<file path="src/rtl/lnk_stat_pkg.sv">
package lnk_stat_pkg;
    localparam int LS_W       = 16;
    localparam int POS_AUTO   = 15;
    localparam int POS_MGMT   = 14;
    localparam int POS_DLLA   = 13;
    localparam int POS_SCLK   = 12;
    localparam int POS_TRN    = 11;
    localparam int NUM_STICKY = 2;   // index 1 = bit 15, index 0 = bit 14
    localparam logic [LS_W-1:0] LS_RST = 16'h1000;

    typedef enum logic [1:0] {
        TR_IDLE    = 2'd0,
        TR_PEND    = 2'd1,
        TR_RETRAIN = 2'd2,
        TR_HWTRAIN = 2'd3
    } tr_state_e;
endpackage

</file>
<file path="src/rtl/lnk_sticky_bit.sv">
module lnk_sticky_bit (
    input  logic clk,
    input  logic rst_n,
    input  logic set_i,
    input  logic kill_i,
    input  logic clr_i,
    output logic q_o
);
    logic set_ok;
    assign set_ok = set_i & ~kill_i;

    always_ff @(posedge clk or negedge rst_n) begin
        if (!rst_n)      q_o <= 1'b0;
        else if (set_ok) q_o <= 1'b1;
        else if (clr_i)  q_o <= 1'b0;
    end

    a_r6_set_wins: assert property (@(posedge clk) disable iff (!rst_n)
        (set_i && !kill_i && clr_i) |=> q_o);
    a_r7_kill_blocks: assert property (@(posedge clk) disable iff (!rst_n)
        (!q_o && kill_i) |=> !q_o);
    a_r5_clear_takes: assert property (@(posedge clk) disable iff (!rst_n)
        (q_o && clr_i && !(set_i && !kill_i)) |=> !q_o);
endmodule

</file>
<file path="src/rtl/lnk_event_bits.sv">
module lnk_event_bits
    import lnk_stat_pkg::*;
(
    input  logic                  clk,
    input  logic                  rst_n,
    input  logic [NUM_STICKY-1:0] set_vec,
    input  logic [NUM_STICKY-1:0] clr_vec,
    input  logic                  link_down,
    output logic [NUM_STICKY-1:0] q_vec
);
    for (genvar g = 0; g < NUM_STICKY; g++) begin : g_bit
        lnk_sticky_bit u_bit (
            .clk    (clk),
            .rst_n  (rst_n),
            .set_i  (set_vec[g]),
            .kill_i (link_down),
            .clr_i  (clr_vec[g]),
            .q_o    (q_vec[g])
        );
    end
endmodule

</file>
<file path="src/rtl/lnk_train_track.sv">
module lnk_train_track
    import lnk_stat_pkg::*;
(
    input  logic clk,
    input  logic rst_n,
    input  logic retrain_req,
    input  logic lt_in_train,
    output logic train_flag_o,
    output logic retrain_done_o
);
    tr_state_e state_q, state_d;

    always_ff @(posedge clk or negedge rst_n) begin
        if (!rst_n) state_q <= TR_IDLE;
        else        state_q <= state_d;
    end

    always_comb begin
        state_d        = state_q;
        retrain_done_o = 1'b0;
        unique case (state_q)
            TR_IDLE: begin
                if (retrain_req)      state_d = TR_PEND;
                else if (lt_in_train) state_d = TR_HWTRAIN;
            end
            TR_PEND: begin
                if (lt_in_train) state_d = TR_RETRAIN;
            end
            TR_HWTRAIN: begin
                if (retrain_req)       state_d = lt_in_train ? TR_RETRAIN : TR_PEND;
                else if (!lt_in_train) state_d = TR_IDLE;
            end
            TR_RETRAIN: begin
                if (!lt_in_train) begin
                    retrain_done_o = 1'b1;
                    state_d        = retrain_req ? TR_PEND : TR_IDLE;
                end
            end
            default: state_d = TR_IDLE;
        endcase
    end

    assign train_flag_o = (state_q != TR_IDLE);

    // a retrain request always raises the training flag next cycle
    a_r10_req_flag: assert property (@(posedge clk) disable iff (!rst_n)
        retrain_req |=> train_flag_o);
    // a pending request holds until training begins
    a_r10_pend_hold: assert property (@(posedge clk) disable iff (!rst_n)
        (state_q == TR_PEND && !lt_in_train) |=> (state_q == TR_PEND));
    // completion only follows a period of training
    a_r3_done_after_train: assert property (@(posedge clk) disable iff (!rst_n)
        retrain_done_o |-> $past(lt_in_train));
endmodule

</file>
<file path="src/rtl/lnk_rd_port.sv">
module lnk_rd_port
    import lnk_stat_pkg::*;
#(
    parameter bit DLLA_CAP = 1'b1
) (
    input  logic                  clk,
    input  logic                  rst_n,
    input  logic                  rd_stb,
    input  logic [NUM_STICKY-1:0] sticky,
    input  logic                  dll_active,
    input  logic                  clk_strap,
    input  logic                  train_flag,
    output logic [LS_W-1:0]       rd_data
);
    logic [LS_W-1:0] word;
    logic            dlla_bit;

    if (DLLA_CAP) begin : g_dlla
        assign dlla_bit = dll_active;
    end else begin : g_nodlla
        logic unused_dll;
        assign unused_dll = dll_active;
        assign dlla_bit   = 1'b0;
    end

    always_comb begin
        word           = '0;
        word[POS_AUTO] = sticky[1];
        word[POS_MGMT] = sticky[0];
        word[POS_DLLA] = dlla_bit;
        word[POS_SCLK] = clk_strap;
        word[POS_TRN]  = train_flag;
    end

    always_ff @(posedge clk or negedge rst_n) begin
        if (!rst_n)      rd_data <= LS_RST;
        else if (rd_stb) rd_data <= word;
    end

    a_r12_hold: assert property (@(posedge clk) disable iff (!rst_n)
        !rd_stb |=> $stable(rd_data));
    a_r9_strap_seen: assert property (@(posedge clk) disable iff (!rst_n)
        rd_stb |=> (rd_data[POS_SCLK] == $past(clk_strap)));
endmodule

</file>
<file path="src/rtl/lnk_status_reg.sv">
module lnk_status_reg
    import lnk_stat_pkg::*;
#(
    parameter bit DLLA_CAP = 1'b1
) (
    input  logic            clk,
    input  logic            rst_n,
    input  logic            reg_sel,
    input  logic            rd_en,
    input  logic            wr_en,
    input  logic [LS_W-1:0] wr_data,
    output logic [LS_W-1:0] rd_data,
    input  logic            retrain_req,
    input  logic            lt_in_train,
    input  logic            bw_auto_evt,
    input  logic            bw_rel_evt,
    input  logic            dl_down_evt,
    input  logic            dll_active,
    input  logic            clk_strap
);
    logic                  wr_stb, rd_stb;
    logic                  train_flag, retrain_done;
    logic [NUM_STICKY-1:0] set_vec, clr_vec, sticky;

    assign wr_stb = wr_en & reg_sel;
    assign rd_stb = rd_en & reg_sel;

    lnk_train_track u_track (
        .clk            (clk),
        .rst_n          (rst_n),
        .retrain_req    (retrain_req),
        .lt_in_train    (lt_in_train),
        .train_flag_o   (train_flag),
        .retrain_done_o (retrain_done)
    );

    assign set_vec = {bw_auto_evt, bw_rel_evt | retrain_done};
    assign clr_vec = {wr_data[POS_AUTO], wr_data[POS_MGMT]} & {NUM_STICKY{wr_stb}};

    lnk_event_bits u_events (
        .clk       (clk),
        .rst_n     (rst_n),
        .set_vec   (set_vec),
        .clr_vec   (clr_vec),
        .link_down (dl_down_evt),
        .q_vec     (sticky)
    );

    lnk_rd_port #(.DLLA_CAP(DLLA_CAP)) u_rd (
        .clk        (clk),
        .rst_n      (rst_n),
        .rd_stb     (rd_stb),
        .sticky     (sticky),
        .dll_active (dll_active),
        .clk_strap  (clk_strap),
        .train_flag (train_flag),
        .rd_data    (rd_data)
    );

    // writing read-only positions without a read leaves read data alone
    a_r11_ro_write: assert property (@(posedge clk) disable iff (!rst_n)
        (wr_stb && (wr_data[POS_DLLA:0] != '0) && !rd_stb) |=> $stable(rd_data));
    // an unsuppressed autonomous event is visible on the next read
    a_r2_auto_latch: assert property (@(posedge clk) disable iff (!rst_n)
        (bw_auto_evt && !dl_down_evt) |=> sticky[1]);
endmodule

</file>
<file path="config.mk">
export PLATFORM = sky130hd
export DESIGN_NAME = lnk_status_reg
export DESIGN_NICKNAME = d
export VERILOG_FILES = /design/src/rtl/lnk_stat_pkg.sv /design/src/rtl/lnk_sticky_bit.sv /design/src/rtl/lnk_event_bits.sv /design/src/rtl/lnk_train_track.sv /design/src/rtl/lnk_rd_port.sv /design/src/rtl/lnk_status_reg.sv
export SDC_FILE = /design/constraint.sdc
export NUM_CORES = 1
export LEC_CHECK = 0
export ABC_CLOCK_PERIOD_IN_PS = 1900
export BUFFER_PORTS_ARGS = -buffer_cell sky130_fd_sc_hd__buf_2
export CAP_MARGIN = 20
export CORE_AREA = 3 3 40 42
export DETAILED_ROUTE_END_ITERATION = 10
export DIE_AREA = 0 0 43 45
export PLACE_DENSITY = 0.78
export SLEW_MARGIN = 25
export SYNTH_ARGS = -nofsm -noshare
export SYNTH_HDL_FRONTEND = slang
export SYNTH_SLANG_ARGS = --single-unit
export TNS_END_PERCENT = 100
</file>
<file path="constraint.sdc">
create_clock -name clk -period 1.9 [get_ports clk]
set_clock_uncertainty 0.15 [all_clocks]
set_input_delay 0.475 -clock clk [delete_from_list [all_inputs] [get_ports clk]]
set_output_delay 0.475 -clock clk [all_outputs]
set_load 0.005 [all_outputs]
</file>
==> impl_metrics.toml <==
[route]
drt-pass1-iter-count = 2
detailroute.via_count = 339
drt.antenna.violating_nets = 0
wirelength_um = 886
number_of_drc_markers_in_iteration_0 = 2
routed_via_density = 4.40
wl_per_cell_um = 11.5
post-route-drc-count = 0

[timing]
finalHoldViolCount = 0
final.hold.worst_slack_ps = 285
finalWorstSetupSlack_ps = 402
final_period_minus_worst_setup_slack_ps = 1500
fin_crit_share_pct = 78.8
grt_setup_unrepaired = "false"
finalSetupViolations = 0
achievable-frequency_ghz = 0.668
timing.setup.tns_ps = 0
finalMaxSlewViolations = 0

[place]
port_buffers = 18
gp_routability_congestion = 0.694
detailed_place.area_um2 = 522
dp_slack_ps = 558
post-dp-hpwl_um = 701
placed_cells = 72

[setup_path]
critical_path.cell_chain = "buf_2"
path_depth = 1
rr_worst_depth = 2
critical_path.max_fanout = 2
crit_arrival_ps = 870
critical_path_class = "register to output pin"
crit_path_top_delay_cell = "dfstp_2"
critical-path-max-stage-delay_ps = 520
cp-end-kind = "output pin"
critical_path.startpoint_type = "register"
crit_required_ps = 1270
cp_num_buf_inv = 1
crit_family = "flip-flops"

[cells_and_area]
commonest_cells_after_routing_fill_and_taps_aside = "buf_2 (18), conb_1 (11), dfrtp_1 (8)"
total_of_fill_cells_in_the_finished_design = 146
layout_commonest_cell = "buf_2"
layout.cells.non_filler = 77
utilization_pct = 43.4
post_route_cells_drive_above_1_share_pct = 43.5
num-nets-final = 91
area.growth.synth_to_final_pct = 21.9
finish.instance_area_um2 = 558
antenna_cells = 0
multi_input_comb_area_um2 = 179
seqCellArea_um2 = 226

[logic_synthesis]
ys_warn_count = 0
yosysUniqueCellTypes = 18
post_synth.cell_area_avg_um2 = 11.4
synth.cell_area_um2 = 458
post_synth_inst_count = 40
postSynthRegisterBits = 9
synth_sequential_area_ratio_pct = 49.5

[worst_hold_path]
min_path_cells = 2
hp-class = "primary input to register"

[clock_network]
post_cts.resized_instances = 0
clock_insertion_delay_worst_skew_ps = 250
cts_made_buffers = 3
htree_levels = 1
clk_root_buffer_cell = "clkbuf_4"
cts.sinks = 9
clock_tree.buffer_depth = 2
clk_pin_slew_worst_paths_ps = 60
cts_tree = "built"

[floorplanning]
placeableCoreArea_mm2 = 0.00128
chipHeight_um = 45
pin_count = 44
die_width_um = 43
initial_core_util_pct = 35.6
std_cell_rows = 13
die_area_mm2 = 0.00194

[grt]
grt_pass1_vias = 328
grt_use_total_pct = 9.34
antenna_found_initial = 0
globalRoute.totalOverflow = 0
global_route_wire_length_before_repair_mm = 1.32
grt_start_max_net_pins = 10

[run]
max_capacitance_violation_total = 0

[power]
post-layout-total-power_uw = 475
vdd_ir_drop_max_v = 0.000240
power.leakage_nw = 0.273
powerDensity_mw_per_mm2 = 852

[outcome]
outcome = "finished, final reports clean"
## repair_timing
action | in CTS | in global routing
hold buffers | 1 | 0
hold endpoints to repair | 8 | 0
buffers inserted | 0 | 0
## final cells by class
cell class	count	area share, %
multi-input combinational	28	32.1
sequential	9	40.6
tap	15	3.36
clock buffer	4	4.71
inverter	2	1.35
timing repair buffer	19	17.9
## registers in the layout, indices dropped and copies added (netlist names)
signal,cells
u_track.state_q,2
u_events.g_bit.u_bit.q_o,2
u_rd.rd_data,5
## final timing paths
| check | startpoint | end | slack, ps |
|---|---|---|---|
| hold / removal | retrain_req | u_track.state_q[1] | 290 |
| setup / recovery | u_rd.rd_data[12] | rd_data[12] | 400 |
| max in group asynchronous | rst_n | u_rd.rd_data[12] | 900 |
| min in group asynchronous | rst_n | u_rd.rd_data[14] | 450 |
| setup reg to reg | u_track.state_q[0] | u_events.g_bit[0].u_bit.q_o | 810 |
| hold reg to reg | u_rd.rd_data[13] | u_rd.rd_data[13] | 350 |
## cell usage after synthesis, drive strengths merged
cell,n,area [µm²]
a21boi,1,7.51
a21oi,1,5.00
a221o,1,10.0
a22o,1,8.76
a31oi,1,6.26
buf,11,82.6
conb,1,3.75
dfrtp,8,200
dfstp,1,26.3
inv,2,7.51
mux2,4,45.0
nand2,1,6.26
nand3,2,10.0
nand4b,1,8.76
nor2,1,3.75
nor4b,1,8.76
o221ai,1,8.76
xnor2,1,8.76
## layer usage
layer / share of wire, % / GRT usage (%) / vias to the layer above / wire length [µm]
met5: 0 / 0 / - / 0
met4: 0 / 3.61 / 0 / 0
met3: 11 / 2.79 / 0 / 97
met2: 49 / 16.8 / 17 / 435
met1: 40 / 10.4 / 160 / 352
li1: - / - / 162 / -
## kinds of logic (layout without fill, tap and decap cells)
family | count (synthesis) | count (layout) | synth area share [%]
AOI/OAI and AO/OA | 6 | 6 | 10.1
xor gates and xnor gates | 1 | 1 | 1.91
buffers and inverters | 13 | 25 | 19.7
DFF | 9 | 9 | 49.5
muxes | 4 | 4 | 9.84
other | 1 | 11 | 0.819
and+or+nand+nor | 6 | 6 | 8.20
## where the power goes
group | leakage, nW | internal (mW) | total, mW | switching (mW)
combinational | 0.160 | 0.0496 | 0.0888 | 0.0392
clock | 0.0150 | 0.0808 | 0.145 | 0.0643
sequential | 0.0981 | 0.223 | 0.241 | 0.0180
total | 0.273 | 0.354 | 0.475 | 0.121
Power figures use the tool's default switching activity.
